`config.mk`:
```
export PLATFORM = sky130hd
export DESIGN_NAME = rxd_engine
export DESIGN_NICKNAME = d
export VERILOG_FILES = /design/src/rtl/rxd_pkg.sv /design/src/rtl/rxd_packer.sv /design/src/rtl/rxd_wb_fmt.sv /design/src/rtl/rxd_engine.sv
export SDC_FILE = /design/constraint.sdc
export NUM_CORES = 1
export LEC_CHECK = 0
export ABC_CLOCK_PERIOD_IN_PS = 5000
export BUFFER_PORTS_ARGS = -buffer_cell sky130_fd_sc_hd__buf_2
export CORE_MARGIN = 4
export CORE_UTILIZATION = 55
export DETAILED_ROUTE_END_ITERATION = 16
export PLACE_DENSITY = 0.76
export SLEW_MARGIN = 20
export SYNTH_ARGS = -nofsm -noshare
export SYNTH_HDL_FRONTEND = slang
export SYNTH_SLANG_ARGS = --single-unit
```
`constraint.sdc`:
```
create_clock -name clk -period 5 [get_ports clk]
set_clock_uncertainty 0.2 [all_clocks]
set_input_delay 0.25 -clock clk [delete_from_list [all_inputs] [get_ports clk]]
set_output_delay 0.25 -clock clk [all_outputs]
set_load 0.05 [all_outputs]
```
`src/rtl/rxd_pkg.sv`:
```
package rxd_pkg;
    typedef enum logic [2:0] {
        ST_IDLE, ST_FETCH, ST_DATA, ST_WORD, ST_WBC, ST_WBS, ST_STOP
    } rxd_state_e;

    localparam int OWN_BIT   = 15;
    localparam int LAST_BIT  = 31;
    localparam int START_BIT = 31;

    localparam int FLG_EOF    = 0;
    localparam int FLG_SOF    = 1;
    localparam int FLG_VLAN   = 2;
    localparam int FLG_SHORT  = 4;
    localparam int FLG_BAD    = 8;
    localparam int FLG_MAXLEN = 11;
    localparam int FLG_CRC    = 12;

    localparam logic [4:0] OFF_CNT = 5'd16;
    localparam logic [4:0] OFF_STS = 5'd20;

    typedef struct packed {
        logic crc;
        logic bad;
        logic vlan;
        logic maxlen;
        logic short_f;
    } rxd_err_t;

    function automatic logic [4:0] fetch_off(input logic [1:0] idx);
        case (idx)
            2'd0:    return 5'd0;
            2'd1:    return 5'd8;
            2'd2:    return 5'd12;
            default: return 5'd20;
        endcase
    endfunction
endpackage

```
`src/rtl/rxd_packer.sv`:
```
module rxd_packer #(
    parameter int DW = 32,
    localparam int NB = DW / 8,
    localparam int LW = $clog2(NB)
) (
    input  logic          clk,
    input  logic          rst_n,
    input  logic          byte_we,
    input  logic [LW-1:0] lane,
    input  logic [7:0]    byte_in,
    input  logic          clr,
    output logic [DW-1:0] word,
    output logic [NB-1:0] be
);
    typedef struct packed {
        logic [DW-1:0] word;
        logic [NB-1:0] be;
    } pk_t;

    pk_t pk_d, pk_q;

    always_comb begin
        pk_d = pk_q;
        if (clr) begin
            pk_d.be = '0;
        end
        for (int i = 0; i < NB; i++) begin
            if (byte_we && lane == LW'(i)) begin
                pk_d.word[i*8 +: 8] = byte_in;
                pk_d.be[i]          = 1'b1;
            end
        end
    end

    always_ff @(posedge clk or negedge rst_n) begin
        if (!rst_n) pk_q <= '0;
        else        pk_q <= pk_d;
    end

    assign word = pk_q.word;
    assign be   = pk_q.be;

    // a lane is never filled twice before the word is written out
    p_lane_free_r3: assert property (@(posedge clk) disable iff (!rst_n)
        byte_we |-> !pk_q.be[lane]);
endmodule

```
`src/rtl/rxd_wb_fmt.sv`:
```
module rxd_wb_fmt
    import rxd_pkg::*;
#(
    parameter int LEN_W = 16
) (
    input  logic [LEN_W-1:0] bcnt,
    input  logic [LEN_W-1:0] bsize,
    input  logic             first,
    input  logic             frame_end,
    input  rxd_err_t         err,
    input  logic [15:0]      vtag,
    output logic [31:0]      cnt_word,
    output logic [31:0]      sts_word
);
    logic [15:0] flags;

    always_comb begin
        flags = '0;
        flags[FLG_SOF] = first;
        flags[FLG_EOF] = frame_end;
        if (frame_end) begin
            flags[FLG_VLAN]   = err.vlan;
            flags[FLG_SHORT]  = err.short_f;
            flags[FLG_BAD]    = err.bad;
            flags[FLG_MAXLEN] = err.maxlen;
            flags[FLG_CRC]    = err.crc;
        end
        sts_word = {16'(bsize), flags};
        cnt_word = {(frame_end && err.vlan) ? vtag : 16'd0, 16'(bcnt)};
    end
endmodule

```
`src/rtl/rxd_engine.sv`:
```
module rxd_engine
    import rxd_pkg::*;
#(
    parameter int MIN_FRAME = 64,
    parameter int MAX_FRAME = 1518,
    parameter int LEN_W     = 16
) (
    input  logic        clk,
    input  logic        rst_n,
    input  logic        ptr_lo_we,
    input  logic        ptr_hi_we,
    input  logic [31:0] ptr_wdata,
    output logic        q_running,
    input  logic        rx_valid,
    output logic        rx_ready,
    input  logic [7:0]  rx_data,
    input  logic        rx_sof,
    input  logic        rx_eof,
    input  logic        rx_crc_err,
    input  logic        rx_bad,
    input  logic        rx_vlan_hit,
    input  logic [15:0] rx_vlan_tag,
    output logic        rx_drop,
    output logic        mem_req,
    output logic        mem_we,
    output logic [31:0] mem_addr,
    output logic [3:0]  mem_be,
    output logic [31:0] mem_wdata,
    input  logic [31:0] mem_rdata,
    input  logic        mem_ready
);
    localparam logic [LEN_W-1:0] MIN_L = LEN_W'(MIN_FRAME);
    localparam logic [LEN_W-1:0] MAX_L = LEN_W'(MAX_FRAME);

    typedef struct packed {
        rxd_state_e       st;
        logic [1:0]       fidx;
        logic [31:0]      desc;
        logic [31:0]      buf_a;
        logic [31:0]      nxt;
        logic [31:0]      ptr_lo;
        logic             last;
        logic [LEN_W-1:0] bsize;
        logic [LEN_W-1:0] bcnt;
        logic [LEN_W-1:0] flen;
        logic [15:0]      vtag;
        logic             in_frame;
        logic             first;
        logic             eof_seen;
        rxd_err_t         err;
    } regs_t;

    regs_t r_d, r_q;

    logic             pk_we, pk_clr;
    logic [31:0]      pk_word;
    logic [3:0]       pk_be;
    logic [31:0]      wb_cnt, wb_sts;
    logic             start;
    logic             store;
    logic [LEN_W-1:0] fl_base, fl_new, widx;
    rxd_err_t         errs;

    rxd_packer #(.DW(32)) u_pack (
        .clk     (clk),
        .rst_n   (rst_n),
        .byte_we (pk_we),
        .lane    (r_q.bcnt[1:0]),
        .byte_in (rx_data),
        .clr     (pk_clr),
        .word    (pk_word),
        .be      (pk_be)
    );

    rxd_wb_fmt #(.LEN_W(LEN_W)) u_fmt (
        .bcnt      (r_q.bcnt),
        .bsize     (r_q.bsize),
        .first     (r_q.first),
        .frame_end (r_q.eof_seen),
        .err       (r_q.err),
        .vtag      (r_q.vtag),
        .cnt_word  (wb_cnt),
        .sts_word  (wb_sts)
    );

    always_comb begin
        r_d       = r_q;
        pk_we     = 1'b0;
        pk_clr    = 1'b0;
        rx_ready  = 1'b0;
        rx_drop   = 1'b0;
        mem_req   = 1'b0;
        mem_we    = 1'b0;
        mem_addr  = '0;
        mem_be    = '0;
        mem_wdata = '0;
        store     = 1'b0;
        fl_base   = '0;
        fl_new    = '0;
        errs      = r_q.err;
        widx      = r_q.bcnt - LEN_W'(1);
        start     = ptr_hi_we && ptr_wdata[START_BIT] &&
                    (r_q.st == ST_IDLE || r_q.st == ST_STOP);

        if (ptr_lo_we) r_d.ptr_lo = ptr_wdata;

        case (r_q.st)
            ST_IDLE, ST_STOP: begin
                rx_ready     = 1'b1;
                rx_drop      = rx_valid && rx_sof;
                r_d.in_frame = 1'b0;
                if (start) begin
                    r_d.st       = ST_FETCH;
                    r_d.fidx     = '0;
                    r_d.desc     = r_q.ptr_lo;
                    r_d.bcnt     = '0;
                    r_d.first    = 1'b0;
                    r_d.eof_seen = 1'b0;
                    r_d.err      = '0;
                end
            end
            ST_FETCH: begin
                mem_req  = 1'b1;
                mem_addr = r_q.desc + {27'd0, fetch_off(r_q.fidx)};
                if (mem_ready) begin
                    r_d.fidx = r_q.fidx + 2'd1;
                    case (r_q.fidx)
                        2'd0: r_d.buf_a = mem_rdata;
                        2'd1: r_d.nxt   = mem_rdata;
                        2'd2: r_d.last  = mem_rdata[LAST_BIT];
                        default: begin
                            if (mem_rdata[OWN_BIT]) begin
                                r_d.bsize = LEN_W'(mem_rdata[31:16]);
                                r_d.st    = ST_DATA;
                            end else begin
                                r_d.st       = ST_STOP;
                                r_d.in_frame = 1'b0;
                            end
                        end
                    endcase
                end
            end
            ST_DATA: begin
                rx_ready = 1'b1;
                if (rx_valid && (rx_sof || r_q.in_frame)) begin
                    fl_base = rx_sof ? '0 : r_q.flen;
                    if (rx_sof) begin
                        r_d.in_frame = 1'b1;
                        r_d.first    = 1'b1;
                        errs         = '0;
                    end
                    store = fl_base < MAX_L;
                    if (store) begin
                        pk_we    = 1'b1;
                        r_d.bcnt = r_q.bcnt + LEN_W'(1);
                        fl_new   = fl_base + LEN_W'(1);
                    end else begin
                        fl_new      = fl_base;
                        errs.maxlen = 1'b1;
                    end
                    r_d.flen = fl_new;
                    if (rx_eof) begin
                        r_d.eof_seen = 1'b1;
                        errs.crc     = rx_crc_err;
                        errs.bad     = rx_bad;
                        errs.vlan    = rx_vlan_hit;
                        errs.short_f = fl_new < MIN_L;
                        r_d.vtag     = rx_vlan_tag;
                    end
                    r_d.err = errs;
                    if (rx_eof || (store && (r_q.bcnt + LEN_W'(1) == r_q.bsize)) ||
                        (store && r_q.bcnt[1:0] == 2'd3)) begin
                        r_d.st = (store || (|pk_be)) ? ST_WORD : ST_WBC;
                    end
                end
            end
            ST_WORD: begin
                mem_req   = 1'b1;
                mem_we    = 1'b1;
                mem_addr  = r_q.buf_a + 32'({widx[LEN_W-1:2], 2'b00});
                mem_wdata = pk_word;
                mem_be    = pk_be;
                if (mem_ready) begin
                    pk_clr = 1'b1;
                    r_d.st = (r_q.eof_seen || r_q.bcnt == r_q.bsize) ? ST_WBC : ST_DATA;
                end
            end
            ST_WBC: begin
                mem_req   = 1'b1;
                mem_we    = 1'b1;
                mem_addr  = r_q.desc + {27'd0, OFF_CNT};
                mem_wdata = wb_cnt;
                mem_be    = 4'hF;
                if (mem_ready) r_d.st = ST_WBS;
            end
            ST_WBS: begin
                mem_req   = 1'b1;
                mem_we    = 1'b1;
                mem_addr  = r_q.desc + {27'd0, OFF_STS};
                mem_wdata = wb_sts;
                mem_be    = 4'hF;
                if (mem_ready) begin
                    if (r_q.eof_seen) begin
                        r_d.in_frame = 1'b0;
                        r_d.eof_seen = 1'b0;
                    end
                    r_d.first = 1'b0;
                    r_d.bcnt  = '0;
                    if (r_q.last) begin
                        r_d.st = ST_IDLE;
                    end else begin
                        r_d.st   = ST_FETCH;
                        r_d.fidx = '0;
                        r_d.desc = r_q.nxt;
                    end
                end
            end
            default: r_d.st = ST_IDLE;
        endcase
    end

    always_ff @(posedge clk or negedge rst_n) begin
        if (!rst_n) begin
            r_q    <= '0;
            r_q.st <= ST_IDLE;
        end else begin
            r_q <= r_d;
        end
    end

    assign q_running = (r_q.st != ST_IDLE) && (r_q.st != ST_STOP);

    // a pending access holds its address and direction until accepted
    p_req_hold_r1: assert property (@(posedge clk) disable iff (!rst_n)
        mem_req && !mem_ready |=> mem_req && $stable(mem_addr) && $stable(mem_we));

    // every access is word aligned and writes carry at least one lane
    p_addr_align_r3: assert property (@(posedge clk) disable iff (!rst_n)
        mem_req |-> mem_addr[1:0] == 2'b00);
    p_be_live_r3: assert property (@(posedge clk) disable iff (!rst_n)
        mem_req && mem_we |-> mem_be != 4'h0);

    // a halted engine makes no memory access
    p_stop_quiet_r2: assert property (@(posedge clk) disable iff (!rst_n)
        r_q.st == ST_STOP |-> !mem_req);

    // the status writeback returns ownership to software
    p_owner_clear_r5: assert property (@(posedge clk) disable iff (!rst_n)
        r_q.st == ST_WBS && mem_req |-> !mem_wdata[OWN_BIT]);

    // status is only written right after the count word
    p_sts_after_cnt_r5: assert property (@(posedge clk) disable iff (!rst_n)
        r_q.st == ST_WBC && mem_ready |=> r_q.st == ST_WBS);

    // a buffer that does not end its frame carries no end or error bits
    p_mid_clean_r6: assert property (@(posedge clk) disable iff (!rst_n)
        r_q.st == ST_WBS && !r_q.eof_seen |->
            !mem_wdata[FLG_EOF] && !mem_wdata[FLG_CRC] && !mem_wdata[FLG_BAD]);
endmodule

```
# --- Word level (Yosys, flattened, before mapping) ---
# Index checks and enable logic that the tools add are counted.
word_totals:
  elab_cells: 186
  reg_bits: 242
  input_bits: 99
op_classes:
  bitwise: 1
  muxes: 65
  order_cmp: 2
  eq_ne: 30
  n_addsub: 8
  n_reduce_logical: 53
ops:
  columns: ["op", "n"]
  rows:
  - ["2-to-1 mux 16 bit", 9]
  - ["one-hot mux 32 bit (4 select lines)", 1]
  - ["one-hot mux 32 bit (3 select lines)", 1]
  - ["2-to-1 mux 37 bit", 2]
  - ["adder 32 x 5 -> 32 bit (second input constant)", 2]
  - ["one-hot mux 32 bit (2 select lines)", 1]
  - ["2-to-1 mux 56 bit", 1]
  - ["one-hot mux 16 bit (3 select lines)", 1]
  - ["2-to-1 mux 34 bit", 1]
  - ["adder 16 x 1 -> 16 bit (second input constant)", 2]
  - ["adder 32 x 16 -> 32 bit", 1]
  - ["adder 32 x 5 -> 32 bit", 1]
  - ["equality test 16 bit", 2]
  - ["2-to-1 mux 3 bit", 10]
  - ["!= test 2 bit (second input constant)", 14]
  - ["2-to-1 mux 1 bit", 24]
  - ["AND reduction 5 bit", 4]
  - ["one-hot mux 3 bit (6 select lines)", 1]
  - ["< comparator 16 x 11 -> 1 bit (second input constant)", 1]
  - ["< comparator 16 x 7 -> 1 bit (second input constant)", 1]
  - ["AND reduction 4 bit", 4]
  - ["AND reduction 8 bit", 2]
  - ["subtractor 16 x 1 -> 16 bit (second input constant)", 1]
  - ["2-to-1 mux 5 bit", 3]
  - ["other kinds (28)", 69]

# --- Depth between registers and ports, before layout ---
# Gate-level depths: netlist (run 1).
logic_depth:
  word_depth: 9
  ltp_mapped: 16

# --- Modules after synthesis ---
# From an unflattened synthesis (run 1), not the netlist that was laid out.
hier_totals:
  cells_unflattened: 1522
  hier_area_um2: 14566.5
by_module_without_submodules:
  columns: ["module", "area_each_um2", "cells_each", "instances", "seq_area_each_um2"]
  rows:
  - ["rxd_engine", 12726.0, 1374, 1, 5154.9]
  - ["rxd_packer", 1351.3, 80, 1, 900.9]
  - ["rxd_wb_fmt", 489.2, 68, 1, 0.0]

# --- Least setup slack after synthesis (run 1) ---
# No wires, ideal clock.
synth_path:
  path_type: "flip-flop to output port"
  startpoint: "register r_q[43] (netlist name)"
  endpoint: "output port mem_addr[23]"
  t_arrival_ps: 4440
  path_stages_with_launch: 17
  path_slack_ps: 110
  required_ps: 4550
  path_buffers: 1
  cell_sequence: "dfrtp_1 clkbuf_1 or4_1 nor4_1 nor2b_1 nand2_1 nor2_1 xor2_1 ha_1 nand2_1 nand2_1 or3_1 a211oi_1 o31a_1 nor2_1 xnor2_1 o21ai_0"
synth_via:
  elab_chain_len: 3
synth_rtl:
  columns: ["item", "line_no", "rtl"]
  rows:
  - ["start: declaration", "rxd_engine.sv:53", "regs_t r_d, r_q;"]
  - ["start signal: assignment", "rxd_engine.sv:227", "r_q <= r_d;"]
  - ["subtractor 16 x 1 -> 16 bit", "rxd_engine.sv:101", "widx = r_q.bcnt - LEN_W'(1);"]
  - ["adder 32 x 16 -> 32 bit", "rxd_engine.sv:180", "mem_addr = r_q.buf_a + 32'({widx[LEN_W-1:2], 2'b00});"]
  - ["one-hot mux 32 bit (4 select lines)", "rxd_engine.sv:107", "case (r_q.st)"]
  - ["end: declaration", "rxd_engine.sv:26", "output logic [31:0] mem_addr,"]
# Every way passes these cells.

# --- Worst setup path in the final report (run 1) ---
layout_path:
  startpoint: "register r_q[45] (netlist name)"
  endpoint: "output port mem_addr[19]"
# The elaborated chain is that of the path after synthesis.

==> reports/qor.yml, run 1 <==
outcome: "completed"
tritoncts: "built"
switching_power_total_w: 0.004584
power.share.sequential_pct: 32.1
final_design_area_no_fill_sq_um: 16930
async_reset_ff_share_pct: 100.0
timing.final.crit_share_pct: 99.48
critPathArrivalTime_ns: 4.52
critical_path_required_ns: 4.55
ff2ff_path_depth: 6
post_drt_via_cell_ratio: 6.189
remaining_drc_errors: 0
total_of_max_cap_violations: 0
net_count_reported_at_finish: 1795
worst_skew_pair.late_latency_ns: 0.54
worstSetupEndpointType: "output pin"
clock_power_share_pct: 19.7
gp_congestion: 0.9179
internal-power_w: 0.005792
antenna_cells_inserted: 0
cts_num_sinks: 242
most_frequent_cells_in_the_layout: "dfrtp_1, nand2_1, buf_2"
first_pass_grt_wire_length_um: 65540
cts.path.max_buffers: 3
die_footprint_sq_um: 27810
core_area_sq_um: 24530
ys_ff_latch: 242
ys_dominant_reg_cell: "dfrtp_1"
crit-reg2reg-launch: "r_q[203]$_DFFE_PN0P_"
area_growth_pct: 22.13
synth_cell_type_count: 65
placement.cell_area_sq_um: 14960
synth_largest_area_cell: "dfrtp_1"
multi_input_area_sq_um: 7416
synth_nets: 1569
yosys-top-cells-area: "dfrtp_1, mux2_2, nand2_1"
post-synth-top-area-fraction_pct: 43.68
sw_frac_of_total_pct: 44.18
cts-htree-levels: 1
synth_fa_ha_area_share_pct: 3.177
initial_detailed_routing_violation_count: 1475
syn_area_per_cell_sq_um: 9.654
synth_compound_area_share_pct: 15.28
grt_start_max_net_pins: 137
leakage_nw: 7.625
combinational_family_with_the_most_area_after_synthesis: "simple AND/OR/NAND/NOR gates"
portBuffers: 171
gr-total-overflow: 0
clk_pin_slew_ns: 0.06
finalWorstPathRequiredPeriod_ns: 4.974
worst_ir_drop_vdd_v: 0.0004267
dieHeight_um: 166.8
tightestPinTransition_ns: 1.004
r2r_slack_ns: 1.21
routed-via-count: 12420
synthesis_warnings: 0
slew-limit-headroom_pct: 32.92
crit_path_end: "mem_addr[19]"
synthesis.area_sq_um: 13860
placement_row_count: 57
route.detailed.wl_per_inst_um: 20.81
dieWidth_um: 166.8
aggregate_global_route_resource_usage_pct: 28.87
root_buffer: "clkbuf_16"
report.final.hold_viol_count: 0
edff_count_synth: 0
regToRegEndpoint: "u_pack.word[25]$_DFFE_PN0P_"
synthXorXnorAreaFrac_pct: 4.486
grt_pass1_vias: 11970
post_synth_inst_count: 1436
critPathMaxFanout: 8
synth_seq_area_share_pct: 43.68
design_power_total_w: 0.01038
finalCoreUtilization_pct: 69.01
drt_pre_antenna_iters: 9
filler_cell_count: 1824
power_density_nw_per_um2: 612.8
slew_violations: 0
synthSimpleGateAreaFrac_pct: 15.68
setup.worst_path.class: "flip-flop to output pin"
timing.hold.worst.class: "input pin to asynchronous set/reset pin"
power.share.combinational_pct: 48.2
layout-drive-gt1-share_pct: 24.38
sequential_cell_area_in_the_final_layout_sq_um: 6058
drtAntennaViolNets: 0
max_freq_ghz: 0.2010
crit_start: "r_q[45]$_DFFE_PN0P_"
detailedPlacementHpwl_um: 28120
grt_antenna_before_repair: 0
mostFrequentLayoutCell: "dfrtp_1"
cp-start-kind: "flip-flop"
totalWireLength_um: 41750
tritoncts.num_buffers: 26
starting_density_of_the_core_pct: 56.51
setup_viol: 0
ioPinCount: 172
synth.mux.area_fraction_pct: 14.53
==> per-layer routing <==
metal	vias to the layer above	part of all wire (%)	track usage, %
met5	-	0	0
met4	0	3.8	10.89
met3	108	6.5	3.958
met2	582	47	47.21
met1	6091	42	39.50
li1	5634	-	-
==> flip-flops by register name, indices dropped and copies added (netlist names) <==
register	count
u_pack.be	4
u_pack.word	32
r_q	206
==> critical path, stage by stage, from the launching register on <==
cell	delay (ns)
dfrtp_1	0.38
or4_4	0.58
nor4_4	0.24
nor2b_2	0.20
nand2_1	0.12
nor2_1	0.15
xor2_1	0.25
ha_1	0.31
nand2_1	0.09
nand2_1	0.07
or3_1	0.33
a211oi_2	0.19
o31a_1	0.22
buf_12	0.14
nor2b_1	0.05
xnor2_1	0.11
o21ai_0	0.21
buf_2	0.34
==> how the worst min path moves through the flow <==
stage	to	depth (start not counted)	from	slack [ns]
floorplan	r_q[0]$_DFFE_PN0P_	0	rst_n	-0.25
detailed placement	r_q[81]$_DFFE_PN0P_	1	rst_n	0.16
finish	r_q[81]$_DFFE_PN0P_	2	rst_n	0.15
global route	r_q[33]$_DFFE_PN0P_	5	rx_valid	0.20
CTS	r_q[33]$_DFFE_PN0P_	5	rx_valid	0.12
global placement	r_q[79]$_DFFE_PN0P_	1	rst_n	0.16
==> cells in the mapped netlist, types with 13 or more instances <==
library cell,instances
a22oi_1,23
a31oi_1,21
nand2_1,214
and2_1,14
inv_1,18
clkbuf_1,63
mux2i_1,37
xnor2_1,33
nand3_1,36
a22o_1,21
nor3_1,21
dfrtp_1,242
and3_1,15
ha_1,32
buf_1,13
o21ai_0,131
nor2b_1,17
nor2_1,76
mux2_2,146
a21oi_1,40
xor2_1,38
==> power by group through the flow <==
| stage | Sequential, W | Clock [W] | Combinational (W) |
|---|---|---|---|
| floorplan | 0.00303 | 0 | 0.00377 |
| global placement | 0.00329 | 0 | 0.00464 |
| detailed placement | 0.00332 | 0 | 0.00475 |
| CTS | 0.00329 | 0.00207 | 0.00489 |
| global route | 0.00339 | 0.00217 | 0.00541 |
| finish | 0.00333 | 0.00205 | 0.00500 |
==> what timing repair did <==
item	CTS	global route
setup endpoints to repair	8	16
pin swaps	1	3
endpoints found under the hold margin	282	0
resized for setup	0	30
hold buffers	95	0
buffers inserted	1	1
==> stage by stage <==
stage | TNS [ns] | hold slack (ns) | std cells | worst slack, ns
after floorplan | 0 | -0.2456 | 1436 | 0.1101
after global routing | -0.3239 | 0.1971 | 2006 | -0.1295
after detailed placement | 0 | 0.1568 | 1861 | 0.4460
final | 0 | 0.1504 | 2006 | 0.02577
after global placement | 0 | 0.1566 | 1860 | 0.5827
after CTS | 0 | 0.1190 | 2005 | 0.07147
==> logic make-up (layout without fill, tap and decap cells) <==
family,after synthesis,count (layout)
XOR/XNOR,71,71
AO/OA/AOI/OAI,331,331
multiplexers,183,183
flip-flops,242,242
buffers and inverters,110,356
adder cells (fa/ha/maj),34,34
AND/OR/NAND/NOR,465,465
==> final cells by class <==
class,instances,area share (%)
tap,324,2.394
multi-input combinational,1084,43.80
timing repair buffer,289,12.17
inverter,19,0.4212
sequential,242,35.78
clock buffer,35,4.523
clock inverter,13,0.9090
Note: power is estimated with default switching activity, not from simulation.
==> run 2, diff against run 1 <==
==> constraint.sdc (replaced) <==
create_clock -name clk -period 5 [get_ports clk]
set_clock_uncertainty 0.2 [all_clocks]
set_input_delay 1 -clock clk [delete_from_list [all_inputs] [get_ports clk]]
set_output_delay 1 -clock clk [all_outputs]
set_load 0.05 [all_outputs]
==> reports/qor.yml, run 2 (synthesized netlist as in run 1, its figures left out) <==
outcome: "complete, but fails checks"  # was completed
violations: "setup timing"
leakage_nw: 7.513  # was 7.625 nW
clock_power_share_pct: 18.3  # was 19.7%
worstHoldPathCells: 2
timing.final.crit_share_pct: 107.0  # was 99.48%
rsz0062_at_grt: "true"
gp_congestion: 0.9698  # was 0.9179
timing.hold.worst.class: "flip-flop to flip-flop"  # was input pin to asynchronous set/reset pin
drt_pre_antenna_iters: 7  # was 9
number_of_stages_on_the_worst_setup_path: 17  # unchanged
dieWidth_um: 166.8  # unchanged
cts_num_sinks: 242  # unchanged
power_density_nw_per_um2: 653.8  # was 612.8 nW/um^2
worst_path_buf_inv: 2  # unchanged
filler_cell_count: 1958  # was 1824
slew_violations: 0  # unchanged
final.setup.worst_slack_ns: -0.3475  # was 0.02577 ns
slew-limit-headroom_pct: 38.79  # was 32.92%
antenna_cells_inserted: 0  # unchanged
cp-start-kind: "flip-flop"  # unchanged
grt_pass1_vias: 12160  # was 11970
max_freq_ghz: 0.1870  # was 0.2010 GHz
wl_met1_um: 17590  # was 17670 um
post_cts_hold_buffer_count: 0  # was 95
critPathMaxFanout: 4  # was 8
worst_ir_drop_vdd_v: 0.0004446  # was 0.0004267 V
critical_path.max_stage_delay_ns: 0.56  # was 0.58 ns
net_count_reported_at_finish: 1740  # was 1795
tritoncts: "built"  # unchanged
dieHeight_um: 166.8  # unchanged
area_growth_pct: 20.26  # was 22.13%
critPathArrivalTime_ns: 4.15  # was 4.52 ns
mostFrequentLayoutCell: "dfrtp_1"  # unchanged
internal-power_w: 0.006076  # was 0.005792 W
ff2ff_path_depth: 6  # unchanged
sw_frac_of_total_pct: 44.26  # was 44.18%
switching_power_total_w: 0.004825  # was 0.004584 W
top_register: "r_q"  # unchanged
worst_skew_pair.late_latency_ns: 0.54  # about the same
remaining_drc_errors: 0  # unchanged
critPathTopFamily: "simple AND/OR/NAND/NOR gates"  # unchanged
cts-htree-levels: 1  # unchanged
placement_row_count: 57  # unchanged
path_cells: "or4_4, nor4_4, nor2b_4, nand2_2, nor2_2, xor2_1, ha_1, nand2_1, nand2_2, or3_4, a211oi_2, o31a_1, buf_4, nor2_1, xnor2_1, o21ai_1, buf_6"  # was or4_4, nor4_4, nor2b_2, nand2_1, nor2_1, xor2_1, ha_1, nand2_1, nand2_1, or3_1, a211oi_2, o31a_1, buf_12, nor2b_1, xnor2_1, o21ai_0, buf_2
die_footprint_sq_um: 27810  # unchanged
tritoncts.num_buffers: 26  # unchanged
finalWorstPathRequiredPeriod_ns: 5.348  # was 4.974 ns
power.share.combinational_pct: 51.2  # was 48.2%
grt_antenna_before_repair: 0  # unchanged
drtAntennaViolNets: 0  # unchanged
detailedPlacementHpwl_um: 29140  # was 28120 um
aggregate_global_route_resource_usage_pct: 28.89  # was 28.87%
detailroute.wirelength.met3_um: 2871  # was 2697 um
finalCoreUtilization_pct: 67.96  # was 69.01%
critical-path-top-cell-by-count: "nand2_2"  # was nand2_1
core_area_sq_um: 24530  # unchanged
routed-via-count: 12180  # was 12420
critical_path_required_ns: 3.80  # was 4.55 ns
initial_detailed_routing_violation_count: 1430  # was 1475
cts.path.max_buffers: 3  # unchanged
grt_start_max_net_pins: 123  # was 137
gr-total-overflow: 0  # unchanged
root_buffer: "clkbuf_16"  # unchanged
totalWireLength_um: 41400  # was 41750 um
total_of_max_cap_violations: 0  # unchanged
clk_pin_slew_ns: 0.06  # about the same
report.final.hold_viol_count: 0  # unchanged
worstSetupEndpointType: "output pin"  # unchanged
met2_wirelength_um: 19280  # was 19790 um
tightestPinTransition_ns: 0.9181  # was 1.004 ns
setup_viol: 19  # was 0
ioPinCount: 172  # unchanged
portBuffers: 171  # unchanged
timing.critical_path.slowest_stage_cell: "or4_4"  # unchanged
fin_worst_hold_slack_ns: 0.2743  # was 0.1504 ns
post_drt_via_cell_ratio: 6.244  # was 6.189
maxUsedRoutingLayer: "met4"  # unchanged
first_pass_grt_wire_length_um: 65600  # was 65540 um
setup.worst_path.class: "flip-flop to output pin"  # unchanged
power.share.sequential_pct: 30.5  # was 32.1%
largest_register_ff_count: 206  # unchanged
layout-drive-gt1-share_pct: 30.57  # was 24.38%
route.detailed.wl_per_inst_um: 21.23  # was 20.81 um
starting_density_of_the_core_pct: 56.51  # unchanged
most_frequent_cells_in_the_layout: "dfrtp_1, nand2_1, buf_2"  # unchanged
-- run 2: final timing paths --
path                                 startpoint  slack, ns                   end
max reg2reg                r_q[203]$_DFFE_PN0P_       1.81   r_q[48]$_DFFE_PN0P_
min reg2reg                  r_q[7]$_DFFE_PN0P_       0.27    r_q[7]$_DFFE_PN0P_
min                          r_q[7]$_DFFE_PN0P_       0.27    r_q[7]$_DFFE_PN0P_
max in group asynchronous                 rst_n       3.36  r_q[132]$_DFFE_PN0P_
min in group asynchronous                 rst_n       0.36   r_q[82]$_DFFE_PN0P_
max                         r_q[45]$_DFFE_PN0P_      -0.35          mem_addr[23]
-- run 2: what timing repair did --
item	4_1_cts	5_1_grt
endpoints found under the hold margin	0	0
setup endpoints to repair	20	22
gates resized for setup	75	28
pin swaps	24	13
setup buffers	10	5
-- run 2: power groups by stage --
| stage | logic, W | clock network, W | registers, W |
|---|---|---|---|
| after floorplan | 0.00383 | 0 | 0.00303 |
| after global placement | 0.00479 | 0 | 0.00328 |
| after detailed placement | 0.00490 | 0 | 0.00332 |
| after CTS | 0.00526 | 0.00202 | 0.00329 |
| after global routing | 0.00598 | 0.00211 | 0.00340 |
| final | 0.00559 | 0.00199 | 0.00332 |
-- run 2: stage by stage --
step	setup TNS [ns]	cell area (sq um)	total power (W)	worst slack (ns)	cells
floorplan	-0.3871	13960	0.006856	-0.1712	1436
global placement	0	15230	0.008064	0.1477	1887
detailed placement	0	15230	0.008213	0.06992	1887
CTS	-3.765	16500	0.01058	-0.3134	1944
global route	-7.219	16670	0.01149	-0.4751	1950
finish	-4.753	16670	0.01090	-0.3475	1950
-- run 2: worst register-to-register path: cells and delay by family, from the launching register on --
family	cells	cell delay, ns
buffers and inverters	1	0.21
AO/OA/AOI/OAI	1	0.57
flip-flops	1	0.37
AND/OR/NAND/NOR	4	1.71
-- run 2: cell type report --
cell class | count | area [sq um] | share of cell area (%)
clock buffer | 35 | 734.5 | 4.405
clock inverter | 12 | 153.9 | 0.9231
timing repair buffer | 234 | 1509 | 9.051
multi-input combinational | 1084 | 7742 | 46.44
inverter | 19 | 71.32 | 0.4278
tap | 324 | 405.4 | 2.432
sequential | 242 | 6056 | 36.32
-- run 2: routing by layer --
layer / vias to the layer above / GRT usage (%)
li1: 5533 / -
met1: 5981 / 40.12
met2: 546 / 46.91
met3: 116 / 4.029
met4: 0 / 10.17
met5: - / 0
